`src/rtl/bank_trk_pkg.sv`:
```
package bank_trk_pkg;

   typedef enum logic [2:0] {
      CMD_IDLE  = 3'd0,
      CMD_OPEN  = 3'd1,
      CMD_CLOSE = 3'd2,
      CMD_RD    = 3'd3,
      CMD_WR    = 3'd4,
      CMD_CAL   = 3'd5,
      CMD_REF   = 3'd6,
      CMD_MODE  = 3'd7
   } cmd_e;

   typedef enum logic [1:0] {
      STEP_HOLD  = 2'd0,
      STEP_NOP   = 2'd1,
      STEP_OPEN  = 2'd2,
      STEP_CLOSE = 2'd3
   } step_e;

   localparam int          HIST_W     = 3;
   localparam logic [2:0]  HIST_OPEN  = 3'b111;
   localparam logic [2:0]  HIST_SHUT  = 3'b000;
   localparam logic [2:0]  CLOSE_MASK = 3'b110;

endpackage

```
`src/rtl/bank_step_dec.sv`:
```
module bank_step_dec
   import bank_trk_pkg::*;
#(
   parameter int NUM_BANKS = 8,
   parameter int ROW_W     = 15,
   parameter int ALL_BIT   = 6,
   localparam int BANK_W   = $clog2(NUM_BANKS)
) (
   input  logic [2:0]             cmd_i,
   input  logic [BANK_W-1:0]      bank_i,
   input  logic [ROW_W-1:0]       addr_i,
   output logic [2*NUM_BANKS-1:0] step_o
);

   cmd_e cmd;
   assign cmd = cmd_e'(cmd_i);

   for (genvar b = 0; b < NUM_BANKS; b++) begin : g_dec
      logic  sel;
      step_e st;
      assign sel = (bank_i == BANK_W'(b));
      always_comb begin
         unique case (cmd)
            CMD_IDLE:  st = STEP_NOP;
            CMD_OPEN:  st = sel ? STEP_OPEN : STEP_NOP;
            CMD_CLOSE: st = (sel || addr_i[ALL_BIT]) ? STEP_CLOSE : STEP_NOP;
            default:   st = STEP_HOLD;
         endcase
      end
      assign step_o[2*b +: 2] = st;
   end

endmodule

```
`src/rtl/bank_slot.sv`:
```
module bank_slot
   import bank_trk_pkg::*;
#(
   parameter int ROW_W = 15
) (
   input  logic              clk,
   input  logic              rst_n,
   input  step_e             step_i,
   input  logic [ROW_W-1:0]  row_i,
   output logic [HIST_W-1:0] hist_o,
   output logic [ROW_W-1:0]  row_o
);

   logic [HIST_W-1:0] hist_q;
   logic [ROW_W-1:0]  row_q;

   always_ff @(posedge clk) begin
      if (!rst_n) begin
         hist_q <= HIST_SHUT;
         row_q  <= '0;
      end else begin
         unique case (step_i)
            STEP_OPEN: begin
               hist_q <= {hist_q[HIST_W-2:0], 1'b1};
               row_q  <= row_i;
            end
            STEP_CLOSE: hist_q <= {hist_q[HIST_W-2:0], 1'b0} & CLOSE_MASK;
            STEP_NOP:   hist_q <= {hist_q[HIST_W-2:0], hist_q[0]};
            default:    ;
         endcase
      end
   end

   assign hist_o = hist_q;
   assign row_o  = row_q;

   // an activate step shifts in a one and captures the row
   a_r2_open_step: assert property (@(posedge clk) disable iff (!rst_n)
      step_i == STEP_OPEN |=> hist_q[0] && hist_q[2:1] == $past(hist_q[1:0])
                              && row_q == $past(row_i));
   // a close step shifts in a zero and keeps the row
   a_r3_close_step: assert property (@(posedge clk) disable iff (!rst_n)
      step_i == STEP_CLOSE |=> !hist_q[0] && hist_q[2:1] == $past(hist_q[1:0])
                               && $stable(row_q));
   // a hold-step repeats the newest bit
   a_r5_nop_step: assert property (@(posedge clk) disable iff (!rst_n)
      step_i == STEP_NOP |=> hist_q == {$past(hist_q[1:0]), $past(hist_q[0])}
                             && $stable(row_q));
   // other commands freeze the bank
   a_r6_hold_step: assert property (@(posedge clk) disable iff (!rst_n)
      step_i == STEP_HOLD |=> $stable(hist_q) && $stable(row_q));

endmodule

```
`src/rtl/bank_rule_chk.sv`:
```
module bank_rule_chk
   import bank_trk_pkg::*;
#(
   parameter int NUM_BANKS = 8,
   localparam int BANK_W   = $clog2(NUM_BANKS)
) (
   input  logic                        clk,
   input  logic                        rst_n,
   input  logic [2:0]                  cmd_i,
   input  logic [BANK_W-1:0]           bank_i,
   input  logic [HIST_W*NUM_BANKS-1:0] hist_i,
   output logic                        err_o,
   output logic [BANK_W-1:0]           err_bank_o
);

   cmd_e              cmd;
   logic              is_rw;
   logic [HIST_W-1:0] tgt_hist;
   logic              rw_bad;
   logic              cal_bad;
   logic [BANK_W-1:0] cal_bank;
   logic              err_q;
   logic [BANK_W-1:0] err_bank_q;

   assign cmd      = cmd_e'(cmd_i);
   assign is_rw    = (cmd == CMD_RD) || (cmd == CMD_WR);
   assign tgt_hist = hist_i[HIST_W*bank_i +: HIST_W];
   assign rw_bad   = is_rw && (tgt_hist != HIST_OPEN);

   // lowest bank that is not fully closed: scan from the top down
   always_comb begin
      cal_bad  = 1'b0;
      cal_bank = '0;
      for (int b = NUM_BANKS-1; b >= 0; b--) begin
         if (hist_i[HIST_W*b +: HIST_W] != HIST_SHUT) begin
            cal_bad  = 1'b1;
            cal_bank = BANK_W'(b);
         end
      end
      cal_bad = cal_bad && (cmd == CMD_CAL);
   end

   always_ff @(posedge clk) begin
      if (!rst_n) begin
         err_q      <= 1'b0;
         err_bank_q <= '0;
      end else begin
         err_q      <= rw_bad || cal_bad;
         err_bank_q <= rw_bad ? bank_i : (cal_bad ? cal_bank : '0);
      end
   end

   assign err_o      = err_q;
   assign err_bank_o = err_bank_q;

   // access to a bank that is not fully open
   a_r7_rw_violation: assert property (@(posedge clk) disable iff (!rst_n)
      is_rw && hist_i[HIST_W*bank_i +: HIST_W] != HIST_OPEN
      |=> err_o && err_bank_o == $past(bank_i));
   // calibration with a bank still open
   a_r8_cal_violation: assert property (@(posedge clk) disable iff (!rst_n)
      cmd == CMD_CAL && hist_i != '0 |=> err_o);
   // commands outside the rules never raise an error
   a_r9_no_false_error: assert property (@(posedge clk) disable iff (!rst_n)
      !is_rw && cmd != CMD_CAL |=> !err_o && err_bank_o == '0);

endmodule

```
`src/rtl/bank_row_tracker.sv`:
```
module bank_row_tracker
   import bank_trk_pkg::*;
#(
   parameter int NUM_BANKS = 8,
   parameter int ROW_W     = 15,
   parameter int ALL_BIT   = 6,
   localparam int BANK_W   = $clog2(NUM_BANKS)
) (
   input  logic                        clk,
   input  logic                        rst_n,
   input  logic [2:0]                  cmd_i,
   input  logic [BANK_W-1:0]           bank_i,
   input  logic [ROW_W-1:0]            addr_i,
   output logic [HIST_W*NUM_BANKS-1:0] bank_state_o,
   output logic [ROW_W*NUM_BANKS-1:0]  bank_row_o,
   output logic                        err_o,
   output logic [BANK_W-1:0]           err_bank_o
);

   if (NUM_BANKS < 2 || (NUM_BANKS & (NUM_BANKS-1)) != 0) begin : g_bad_banks
      $error("NUM_BANKS must be a power of two, at least 2");
   end
   if (ALL_BIT >= ROW_W) begin : g_bad_allbit
      $error("ALL_BIT must index a bit of the row address");
   end

   logic [2*NUM_BANKS-1:0] steps;

   bank_step_dec #(
      .NUM_BANKS (NUM_BANKS),
      .ROW_W     (ROW_W),
      .ALL_BIT   (ALL_BIT)
   ) dec_i (
      .cmd_i  (cmd_i),
      .bank_i (bank_i),
      .addr_i (addr_i),
      .step_o (steps)
   );

   for (genvar b = 0; b < NUM_BANKS; b++) begin : g_bank
      bank_slot #(.ROW_W(ROW_W)) slot_i (
         .clk    (clk),
         .rst_n  (rst_n),
         .step_i (step_e'(steps[2*b +: 2])),
         .row_i  (addr_i),
         .hist_o (bank_state_o[HIST_W*b +: HIST_W]),
         .row_o  (bank_row_o[ROW_W*b +: ROW_W])
      );
   end

   bank_rule_chk #(.NUM_BANKS(NUM_BANKS)) chk_i (
      .clk        (clk),
      .rst_n      (rst_n),
      .cmd_i      (cmd_i),
      .bank_i     (bank_i),
      .hist_i     (bank_state_o),
      .err_o      (err_o),
      .err_bank_o (err_bank_o)
   );

endmodule

```
`config.mk`:
```
export PLATFORM = sky130hd
export DESIGN_NAME = bank_row_tracker
export DESIGN_NICKNAME = d
export VERILOG_FILES = /design/src/rtl/bank_trk_pkg.sv /design/src/rtl/bank_step_dec.sv /design/src/rtl/bank_slot.sv /design/src/rtl/bank_rule_chk.sv /design/src/rtl/bank_row_tracker.sv
export SDC_FILE = /design/constraint.sdc
export NUM_CORES = 1
export LEC_CHECK = 0
export BUFFER_PORTS_ARGS = -buffer_cell sky130_fd_sc_hd__buf_2
export CAP_MARGIN = 10
export CORE_AREA = 4 4 157 159
export CTS_CLUSTER_DIAMETER = 120
export DETAILED_ROUTE_END_ITERATION = 12
export DIE_AREA = 0 0 161 163
export GPL_TIMING_DRIVEN = 0
export SKIP_LAST_GASP = 1
export SLEW_MARGIN = 20
export SYNTH_ARGS = -nofsm -noshare
export SYNTH_HDL_FRONTEND = slang
export SYNTH_SLANG_ARGS = --single-unit
```
`constraint.sdc`:
```
create_clock -name clk -period 4.1 [get_ports clk]
set_input_delay 0.82 -clock clk [delete_from_list [all_inputs] [get_ports clk]]
set_output_delay 0.82 -clock clk [all_outputs]
set_load 0.02 [all_outputs]
```
# ---- Yosys cells after proc, flatten, opt, wreduce, memory -nomap -nowiden
# Cells that the tools add are included.
dict set report classes {
  bitwise 8
  shift 1
  n_lt_le_gt_ge 0
  eq_ne 37
  reduce_logical 46
  n_addsub 0
  n_mux 50
  n_mul 1
  div 0
}
# op count
set op_table {}
lappend op_table {{$pmux 3 s3} 8}
lappend op_table {{$pmux 2 s3} 8}
lappend op_table {{$reduce_bool 3->1} 16}
lappend op_table {{$eq 2x2->1 const B} 16}
lappend op_table {{$mux 2} 16}
lappend op_table {{$mux 3} 10}
lappend op_table {{$shiftx 24x6->3} 1}
lappend op_table {{$eq 3x3->1 const B} 6}
lappend op_table {{$eq 2x1->1 const B} 8}
lappend op_table {{$reduce_and 2->1} 8}
lappend op_table {{$reduce_bool 2->1} 8}
lappend op_table {{$eq 3x2->1 const B} 4}
lappend op_table {{$logic_or 1x1->1} 10}
lappend op_table {{$mux 1} 8}
lappend op_table {{$not 1->1} 8}
lappend op_table {{$eq 3x1->1 const B} 2}
lappend op_table {{$logic_not 3->1} 2}
lappend op_table {{$mul 2x3->5 const A} 1}
lappend op_table {{$ne 3x3->1 const B} 1}
lappend op_table {{$logic_and 1x1->1} 2}
dict set report totals {
  output_inout_bits 148
  mem_bits_rw 0
  n_memories 0
  romBits 0
  latch_bits 0
  ff_bits 148
  input_bits 23
}

# ---- Logic depth before layout (Yosys ltp)
dict set report logic_depth {
  depth_word 12
  depth_mapped 6
  mapped_depth_nobuf 4
}

# ---- Cells and area by module
# Synthesis repeated with hierarchy kept, for this count alone.
dict set report hier_totals {
  cells_unflattened 710
  area_unflattened_um2 6531.3
}
# mod cells_per_inst n_inst area_each_um2
set by_module_without_submodules {}
lappend by_module_without_submodules {bank_slot 78 8 737.0}
lappend by_module_without_submodules {bank_rule_chk 53 1 387.9}
lappend by_module_without_submodules {bank_step_dec 33 1 247.7}

# ---- Worst setup path after synthesis
# Ideal clock, no wire load.
dict set report synth_path {
  path_type {input-to-reg}
  start {input cmd_i[1]}
  end {register chk_i.err_bank_q[1] (netlist: chk_i.err_bank_o[1])}
  stages 5
  t_arrival_ns 1.887
  n_path_buf 1
  setup_time_ns 0.088
  setup_slack_ns 2.125
  required_ns 4.012
  cell_sequence {buf_4 > nor3b_2 > o22ai_1 > or4_4 > o32ai_2}
}
dict set report synth_via {
  elab_chain_len 4
}
# item line
set synth_rtl {}
lappend synth_rtl {{from (decl)} bank_row_tracker.sv:11} ;# input logic [2:0] cmd_i,
lappend synth_rtl {{$eq 3x3->1, or another cell as far along} bank_rule_chk.sv:40} ;# cal_bad = cal_bad && (cmd == CMD_CAL);
lappend synth_rtl {{$logic_and 1x1->1 or $logic_or 1x1->1 (tied branches)} {bank_rule_chk.sv:40, bank_rule_chk.sv:26}}
lappend synth_rtl {{$mux 3 or $logic_and 1x1->1 (tied branches)} {bank_rule_chk.sv:49, bank_rule_chk.sv:28}}
lappend synth_rtl {{$mux 3 (*)} bank_rule_chk.sv:49} ;# err_bank_q <= rw_bad ? bank_i : (cal_bad ? cal_bank : '0);
lappend synth_rtl {{to (signal assigned)} bank_rule_chk.sv:49}
lappend synth_rtl {{to (decl)} bank_rule_chk.sv:23} ;# logic [BANK_W-1:0] err_bank_q;
# Mark *: on every way between the ends. The rest lies on a longest branch, timed or not.
# A chain may end at the register's enable or synchronous reset.

# ---- Final worst setup path
dict set report layout_path {
  start {input cmd_i[1]}
  end {register g_bank[1].slot_i.row_q[9]}
}
dict set report layout_via {
  elab_chain_len 3
}
# item line
set layout_rtl {}
lappend layout_rtl {{$eq 3x2->1, or another cell as far along} bank_step_dec.sv:23} ;# unique case (cmd)
lappend layout_rtl {{$pmux 2 s3 (*)} bank_step_dec.sv:23}
lappend layout_rtl {{$eq 2x2->1 (*)} bank_slot.sv:22} ;# unique case (step_i)
lappend layout_rtl {{to (signal assigned)} bank_slot.sv:25} ;# row_q <= row_i;
lappend layout_rtl {{to (decl)} bank_slot.sv:15} ;# logic [ROW_W-1:0] row_q;
# Marked as above.

==> results.md <==
- Global-route usage over all layers: 16.1%
- Reg2reg start: g_bank[4].slot_i.hist_o[1]
- Combinational power share: under 10%
- First-pass GRT wire length: roughly 32000 µm
- Top_reg_cell synth: dfxtp_1
- XOR/XNOR Fraction of Synth Area: less than 1%
- DR vias: about 5500
- Critical Path AT: approximately 2.3 ns
- Hold WS: 0.451 ns
- Crit path max fanout: 10
- Top-area cell type share of the netlist area: between 40% and 50%
- # hold bufs at CTS: 0
- Area of the multi-input gates: approximately 0.0027 mm²
- Final Setup Violations: 0
- Register-to-register setup slack: about 2.7 ns
- Net count reported at finish: slightly above 900
- Mux cell area share after synthesis: less than 1%
- Wirelength per Cell: 17.5 µm
- Top cell by count, worst path: nand2_1
- Setup TNS: 0 ns
- IO Count: about 170
- DIE AREA: 0.0262 mm²
- Complex-gate fraction of the synthesized area: between 20% and 30%
- Max-Cap Viols: 0
- DR DRC count: 0
- Resize count post-CTS: 0
- Share of layout cells above drive strength 1: 26.1%
- Slowest cell on crit path: nor4b_4
- Total congestion overflow: 0
- DRT Wirelength: approximately 21000 µm
- CTS tree: built
- Worst slew pin tran: between 0.7 and 0.8 ns
- Max-slew violations: 0
- Antenna Cells: 0
- Post-DR vias/cell: 4.54
- Pwr dens: 423 mW/mm²
- Leak pwr: between 3 and 4 nW
- Commonest non-fill, non-tap cells in the layout: 284 x nand2_1, 176 x buf_2, 148 x dfxtp_1
- Fillers: 2565
- Synth area leader: dfxtp_1
- Port Buffers: ~150
- CP peak stage delay: about 0.36 ns
- WHS Endpoint: g_bank[6].slot_i.row_o[6]
- Clock transition at path regs: 0.06 ns
- Hold Violations, Final: 0
- Register area share after synthesis: between 40 and 50%
- Internal: ~2.5 mW
- Critical path endpoint category: flip-flop
- TritonCTS Buffers: 17
- Clock sink count: approximately 150
- Area contributors post-synth: dfxtp_1 50%, nand2_1 18%, a21boi_0 12%
- Unrepaired setup endpoints after global routing: false
- Critical-path cell list: buf_2 > buf_4 > nor4b_4 > nand2_1 > clkbuf_1 > nand2_1 > a21boi_1
- DP Wirelength: about 16000 µm
- Number of synthesized flops with an enable pin: 0
- Placer's final routability congestion estimate: just under 0.9
- Post-CTS Setup Bufs: 0
- CORE AREA: ~0.023 mm²
- Post-synthesis simple-gate area fraction: approximately a quarter
- Fin crit period: 2.00 ns
- Vias in the first global route: 5365
- Reg area: between 0.002 and 0.003 mm²
- FF+latch count, synth: 148
- Status: finished, final reports clean
- H-tree depth: 4
- Terminus of the critical flop-to-flop path: chk_i.err_o
- Kind of critical path: primary input to flip-flop
- Net load switching power: 0.771 mW
- Setup Skew: around 0.0082 ns
- Die W: about 160 µm
- Fmax: 500 MHz
- Switching share of power: between 20% and 30%
- Clock power share: 50.0%
- Die height: about 160 µm
- DR iter-0 viols: about 330
- Initial Util: about a quarter
- Worst Path Required: 4.41 ns
- Initial antenna violation count: 1
- Synthesized area: roughly 0.006 mm²
- Tcrit/Tclk final: about half
- Adder-cell share of the synthesized area: 0%
- Detailed Routing Iterations Pass 1: 5
- CTS Buffer Depth: 2
- Main combinational cell family by area after synthesis: simple AND/OR/NAND/NOR gates
- Reg power frac: 44.3%
- R2R depth: 4
- Mapped Cells: about 710
- Commonest non-fill, non-tap cell in the layout: nand2_1
- Floorplan row count: 56
- Syn Area/Cell: 8.42 µm²
- Synthesized net count: ~730
- Routed Antenna Nets: 0
- Hold Startpoint: g_bank[6].slot_i.row_o[6]
- Maximum vdd drop: around 240 µV
- Relative slew margins: between 40% and 50%
- Clk_lat worst skew: about 0.42 ns
- Root buffer cell: clkbuf_16
- Largest net degree at the start of global routing: 17
- YS warnings: 0
- Area delta synth->final: 29.9%
- Post-synth cell types: 43
- Async SR Flop Fraction: 0%
- Min-Delay Path Class: flip-flop to flip-flop
- Crit path launch type: primary input
- Hold path depth: 2
how the worst max path moves through the flow:
| stage | slack [ns] | cells past startpoint | to | startpoint |
|---|---|---|---|---|
| final | 2.10 | 7 | g_bank[1].slot_i.row_o[9] | cmd_i[1] |
| after global routing | 1.90 | 7 | g_bank[1].slot_i.row_o[5] | cmd_i[1] |
| after CTS | 2.09 | 7 | g_bank[1].slot_i.row_o[9] | cmd_i[1] |
| after detailed placement | 1.64 | 7 | g_bank[1].slot_i.row_o[9] | cmd_i[1] |
| after global placement | 1.66 | 7 | g_bank[1].slot_i.row_o[13] | cmd_i[1] |
| after floorplan | 2.13 | 5 | chk_i.err_bank_o[1] | cmd_i[1] |
kinds of logic (layout without fill, tap and decap cells):
logic type             count (synthesis)  in the layout
AND/OR/NAND/NOR                      335            335
AO/OA/AOI/OAI                        169            169
flip-flops                           148            148
buffers and inverters                 57            243
XOR/XNOR                               1              1
multiplexers                           1              1
cell usage after synthesis (2+ instances only):
library cell / instances
nand2_1: 284
dfxtp_1: 148
a21boi_0: 97
a21boi_1: 47
buf_2: 22
clkbuf_1: 21
buf_4: 11
nor2_1: 9
nor3_1: 8
o211ai_1: 8
nand3_1: 5
nand4_1: 5
nor2_4: 4
o21ai_0: 4
o22ai_1: 4
a21oi_1: 2
a31oi_1: 2
inv_1: 2
nand3b_1: 2
nor2b_1: 2
o41ai_1: 2
critical path: cells and delay by family:
family	cells	cell delay (ns)
simple gates	3	0.78
buf+inv	3	0.63
compound gates	1	0.07
power by group through the flow:
| stage | clock network [mW] | logic [mW] | registers, mW |
|---|---|---|---|
| after floorplan | 0 | 0.104 | 1.50 |
| after global placement | 0 | 0.192 | 1.49 |
| after detailed placement | 0 | 0.192 | 1.49 |
| after CTS | 1.68 | 0.193 | 1.46 |
| after global routing | 1.75 | 0.205 | 1.46 |
| final | 1.64 | 0.189 | 1.46 |
area by class of cell:
| class | instances | share of cell area (%) |
|---|---|---|
| sequential | 148 | 38.1 |
| multi-input combinational | 506 | 35.1 |
| timing repair buffer | 154 | 9.91 |
| clock buffer | 21 | 6.05 |
| tap | 319 | 5.13 |
| buffer | 55 | 3.64 |
| clock inverter | 11 | 1.93 |
| inverter | 2 | 0.0966 |
per-layer routing:
| metal | track usage (%) | part of all wire [%] | vias to the layer above |
|---|---|---|---|
| met4 | 5.08 | 1.6 | 0 |
| met5 | 0 | 0 | - |
| met1 | 20.7 | 45 | 2612 |
| met3 | 5.82 | 7.7 | 29 |
| met2 | 25.5 | 45 | 181 |
| li1 | - | - | 2694 |
stage by stage:
step / power, mW / instance area (µm²) / cells / worst slack (ns) / util [%]
floorplan: 1.61 / 5980 / 711 / 2.13 / -
global placement: 1.68 / 7150 / 1184 / 1.66 / 30.8
detailed placement: 1.68 / 7150 / 1184 / 1.64 / 30.8
CTS: 3.33 / 7770 / 1216 / 2.09 / 33.4
global route: 3.41 / 7770 / 1216 / 1.90 / 33.4
finish: 3.29 / 7770 / 1216 / 2.10 / 33.4
sequential cells by signal, summed over array words and instances (netlist names):
register and count:
chk_i.err_bank_o 3, chk_i.err_o 1, g_bank.slot_i.hist_o 24, g_bank.slot_i.row_o 120
Power figures use the tool's default switching activity.
